===== src/rtl/spdif_word_packer.sv =====
module spdif_word_packer #(
  parameter int AUD_W = 24,
  parameter int OUT_W = 32
) (
  input  logic             clk,
  input  logic             rst_n,
  input  logic             cfg_wide,
  input  logic             cfg_report,
  input  logic             sf_valid,
  input  logic [AUD_W-1:0] sf_audio,
  input  logic             sf_v,
  input  logic             sf_u,
  input  logic             sf_c,
  input  logic             sf_p,
  output logic             out_valid,
  input  logic             out_ready,
  output logic [OUT_W-1:0] out_data,
  output logic             ovf_flag,
  input  logic             ovf_clear
);
  localparam int HALF_W = OUT_W / 2;

  logic              pend_q;
  logic [HALF_W-1:0] lo_q;
  logic [OUT_W-1:0]  wide_word;
  logic [OUT_W-1:0]  new_word;
  logic              complete, accept;

  always_comb begin
    wide_word = '0;
    wide_word[AUD_W-1:0] = sf_audio;
    if (cfg_report) wide_word[AUD_W+3:AUD_W] = {sf_p, sf_c, sf_u, sf_v};
  end

  assign new_word = cfg_wide ? wide_word : {sf_audio[AUD_W-1 -: HALF_W], lo_q};
  assign complete = sf_valid && (cfg_wide || pend_q);
  assign accept   = !out_valid || out_ready;

  always_ff @(posedge clk) begin
    if (!rst_n) begin
      pend_q <= 1'b0;
      lo_q   <= '0;
    end else if (cfg_wide) begin
      pend_q <= 1'b0;
    end else if (sf_valid) begin
      pend_q <= !pend_q;
      if (!pend_q) lo_q <= sf_audio[AUD_W-1 -: HALF_W];
    end
  end

  always_ff @(posedge clk) begin
    if (!rst_n) begin
      out_valid <= 1'b0;
      out_data  <= '0;
    end else if (complete && accept) begin
      out_valid <= 1'b1;
      out_data  <= new_word;
    end else if (out_ready) begin
      out_valid <= 1'b0;
    end
  end

  always_ff @(posedge clk) begin
    if (!rst_n)                    ovf_flag <= 1'b0;
    else if (complete && !accept)  ovf_flag <= 1'b1;
    else if (ovf_clear)            ovf_flag <= 1'b0;
  end

  a_r4_wide_pad: assert property (@(posedge clk) disable iff (!rst_n)
    (sf_valid && cfg_wide && !cfg_report && accept) |=> (out_valid && out_data[OUT_W-1:AUD_W] == '0));
  a_r5_top_zero: assert property (@(posedge clk) disable iff (!rst_n)
    (sf_valid && cfg_wide && accept) |=> (out_data[OUT_W-1:AUD_W+4] == '0));
  a_r3_first_half_waits: assert property (@(posedge clk) disable iff (!rst_n)
    (sf_valid && !cfg_wide && !pend_q && !out_valid) |=> !out_valid);
  a_r8_hold: assert property (@(posedge clk) disable iff (!rst_n)
    (out_valid && !out_ready) |=> (out_valid && $stable(out_data)));
  a_r9_overflow: assert property (@(posedge clk) disable iff (!rst_n)
    (complete && out_valid && !out_ready) |=> ovf_flag);
  a_r10_ovf_sticky: assert property (@(posedge clk) disable iff (!rst_n)
    (ovf_flag && !ovf_clear) |=> ovf_flag);
  a_r7_wide_drops_half: assert property (@(posedge clk) disable iff (!rst_n)
    cfg_wide |=> !pend_q);
endmodule


===== config.mk =====
export PLATFORM = sky130hd
export DESIGN_NAME = spdif_word_packer
export DESIGN_NICKNAME = d
export VERILOG_FILES = /design/src/rtl/spdif_word_packer.sv
export SDC_FILE = /design/constraint.sdc
export NUM_CORES = 1
export LEC_CHECK = 0
export BUFFER_PORTS_ARGS = -buffer_cell sky130_fd_sc_hd__buf_4
export CORE_AREA = 2 2 91 93
export CTS_BUF_LIST = sky130_fd_sc_hd__clkbuf_2 sky130_fd_sc_hd__clkbuf_4 sky130_fd_sc_hd__clkbuf_8
export CTS_CLUSTER_DIAMETER = 40
export CTS_CLUSTER_SIZE = 30
export DETAILED_ROUTE_END_ITERATION = 8
export DIE_AREA = 0 0 93 95
export HOLD_SLACK_MARGIN = 0.06
export PLACE_DENSITY = 0.55
export SYNTH_ARGS = -nofsm -noshare
export SYNTH_HDL_FRONTEND = slang
export SYNTH_SLANG_ARGS = --single-unit

===== constraint.sdc =====
create_clock -name clk -period 1.4 [get_ports clk]
set_input_delay 0.14 -clock clk [delete_from_list [all_inputs] [get_ports clk]]
set_output_delay 0.14 -clock clk [all_outputs]
set_load 0.02 [all_outputs]

==> summary by stage <==
Floorplanning
The floorplan step set the die height to 95 um. The floorplan has 33 rows. The die covers 8840 um2. The total core area is 7930 um2.

Pin placement for this block handled 69 I/O pins. The die is 93 um wide. The initial utilization of the core area, before any placement, comes to 0.293.

Routing
The routed design has 6190 um of wire. The number of nets with antenna violations after detailed routing is 0. The number of vias in the routed layout is 1975.

The first TritonRoute pass finished after 4 iterations. After detailed routing, the number of vias per cell comes to 4.84. After detailed routing, the average wire length per cell comes to 15.2 um. The first routing iteration left 61 violations. For this run, design rule violations remaining after detail routing come to 0.

Final layout
The filler cell count in the final layout is 869. The net count reported at finish is 337. The layout overhead on the synthesized area is 31.8%.

The repair_antennas step left the layout with diodes totalling 0. The fraction of layout cells with a size suffix above 1 is 0.310. The finished layout holds 408 standard cells, fillers aside.

GRT
The final global-route overflow total is 0. The number of global-route vias before repair came to 1996. The initial antenna violation count is 0. The overall global routing resource usage is 0.147.

The maximum number of pins on one net before global-route repair is 35. The first global-routing pass estimated 10100 um of wire.

Clocking
Clock latency on the worst-skew pair, taken at its later pin, is 0.30 ns. The H-tree was split into 2 levels. The number of setup buffers added after CTS is 0. The master cell of the clock root buffer is clkbuf_8. The clock passes through at most 2 buffers.

The number of sinks on the clock net is 51. The clock tree from TritonCTS is done. Clock-pin slew was measured on the worst setup and hold paths at 0.09 ns. Buffers inserted during clock tree synthesis total 5.

Pwr
Of the total power, the share spent switching nets is 0.262. The internal power contribution is 0.00242 W. The leakage power total is 1.52 nW. The proportion of power drawn by flip-flops and latches is 0.483.

Of the total power, the clock network draws 0.323. The largest vdd supply drop is 0.492 mV. For this design the total switching power over the nets is 0.000860 W. The power density over the cells is 1070 nW/um2. The part of the total power dissipated in combinational logic is 0.194.

Timing
Headroom to the max-slew limit came out at 0.677. The final count of pins violating max slew was 0. At the pin with the least slew margin, the transition time is 0.483 ns. The final critical-path share of the clock period is 0.930. The worst clock skew is 0.00304 ns. Setup repair after global routing left no endpoint under its margin. The count of final hold-check violations is 0.

For this run, the top clock speed supported by timing is 0.768 GHz. Subtracting the final worst setup slack from the clock period gives 1.30 ns. Setup violations remaining at the end of the flow were counted as 0.

The final sum of negative setup slack is 0 ns. The worst setup margin is 0.0984 ns.

Place
At the end of routability-driven placement, the weighted congestion stood at 0.769. Prior to clock tree synthesis, the placed netlist has a worst setup slack of -0.0341 ns. During placement, the flow inserted port buffers numbering 68. The sum of net half-perimeters after detailed placement is 4270 um. The cell count after placement is 398.

Synth
The commonest register cell after synthesis is dfxtp_1. When the netlist entered floorplanning its net count stood at 268. For this run, asynchronously set or reset flops after synthesis account for 0. The post-synth design cell area is 2320 um2. The cell taking the most area after synthesis is dfxtp_1. After synthesis the netlist holds a flip-flop and latch count of 51. The sequential fraction of the synthesis area is 0.440. Dividing the synthesized area by the synthesized cell count gives 9.96 um2. During synthesis, Yosys emitted a total of 0 warnings.

Yosys attributes the largest share of cell area to dfxtp_1, mux2i_1, o211a_1. The number of enable-type register cells in the synthesized netlist is 0. The synthesized netlist contains 28 unique library cells. The cell count after synthesis is 233.

The area share of the leading cell type in the synthesized netlist is 0.440.

Setup path
The required time of the worst setup path is 1.64 ns. Data on the critical path arrives at its endpoint at 1.54 ns. On the critical path, the stage with the largest delay is an instance of dfxtp_1. The type of element launching the critical path is a register.

For this run, the slowest stage of the critical path takes 0.43 ns. The type of the setup path with the least slack is register to register. Traced cell by cell, the critical path runs through o21ai_2, nor2_4, mux2i_1.

Of all nets on the critical path, the largest fanout is 14. The worst setup path is captured at a register.

Job
The max capacitance violation total is 0.

Worst hold path
The path class of the tightest hold or removal check is input port to register.

Status
The flow ran to the end, and the final reports show no timing, DRC or antenna violations.
==> critical path, delay by kind of cell, from the launching register on <==
kind            cells  cell delay [ns]
flops               1             0.43
simple gates        1             0.41
mux                 1             0.24
compound gates      1             0.16
==> sequential cells by signal (all words and copies together), names as in the netlist <==
name       cells
out_data      32
lo_q          16
out_valid      1
ovf_flag       1
pend_q         1
==> placed cells by master (no fill, tap or decap), drive strengths merged, types with 2 or more instances in the layout <==
cell,count
a21boi,17
a31oi,4
buf,80
clkbuf,6
dfxtp,51
mux2i,28
nand2,36
nand3,25
nand3b,4
nor2,2
nor2b,5
nor3b,2
o211a,24
o211ai,4
o21ai,5
==> routing by layer <==
layer  up-vias  global-route usage  share of wire
met4         0              0.0294         0.0084
li1        978                   -              -
met2        48               0.258           0.48
met1       943               0.180           0.47
met5         -                   0              0
met3         6              0.0431          0.048
==> power by group through the flow <==
stage / registers [W] / clock network, W / logic, W
floorplan: 0.00170 / 0 / 0.000295
global placement: 0.00162 / 0 / 0.000633
detailed placement: 0.00162 / 0 / 0.000634
CTS: 0.00159 / 0.00110 / 0.000648
global route: 0.00160 / 0.00116 / 0.000693
finish: 0.00159 / 0.00106 / 0.000637
==> path summary, 6_finish.rpt <==
check,start,end,slack (ns),cells past startpoint
max reg2reg,pend_q$_SDFFE_PP0P_,out_data[30]$_SDFFE_PN0P_,0.1,3
min reg2reg,lo_q[5]$_SDFFE_PN0P_,lo_q[5]$_SDFFE_PN0P_,0.46,2
min,sf_audio[18],lo_q[10]$_SDFFE_PN0P_,0.1,3
max,pend_q$_SDFFE_PP0P_,out_data[30]$_SDFFE_PN0P_,0.1,3
==> cell families after synthesis <==
group | after synthesis | share of synthesized area
buffers and inverters | 21 | 0.0706
muxes | 28 | 0.121
DFF | 51 | 0.440
and+or+nand+nor | 76 | 0.164
xor gates and xnor gates | 1 | 0.00377
AOI/OAI and AO/OA | 56 | 0.201
==> final cells by class <==
cell class	count	area [um2]	area share
flip-flops and latches	51	1020	0.334
inverters	1	3.75	0.00123
multi-input cells	162	1150	0.376
clock inverters	2	35.0	0.0115
repair buffers	81	636	0.208
well taps	105	131	0.0429
clock buffers	6	82.6	0.0270
==> Yosys cell counts, drive strengths merged (2+ instances only) <==
cell,number
dfxtp,51
nand2,36
mux2i,28
nand3,25
o211a,24
a21boi,17
buf,13
clkbuf,7
nor2b,5
o21ai,5
a31oi,4
nand3b,4
o211ai,4
nor3b,2
==> repair_timing <==
item                       in CTS  in global routing
hold endpoints to repair        1                  0
gates resized for setup         2                  0
hold buffers                    1                  0
setup endpoints to repair       4                  0
==> per-stage QoR <==
stage           util  power, W  area (um2)  hold slack, ns
3_5_place_dp   0.368   0.00226        2920           0.368
2_1_floorplan      -   0.00199        2320           0.275
5_1_grt        0.386   0.00345        3060          0.0830
6_report       0.386   0.00328        3060          0.0951
4_1_cts        0.386   0.00334        3060          0.0889
3_3_place_gp   0.368   0.00225        2920           0.363
(Power assumes the default switching activity.)
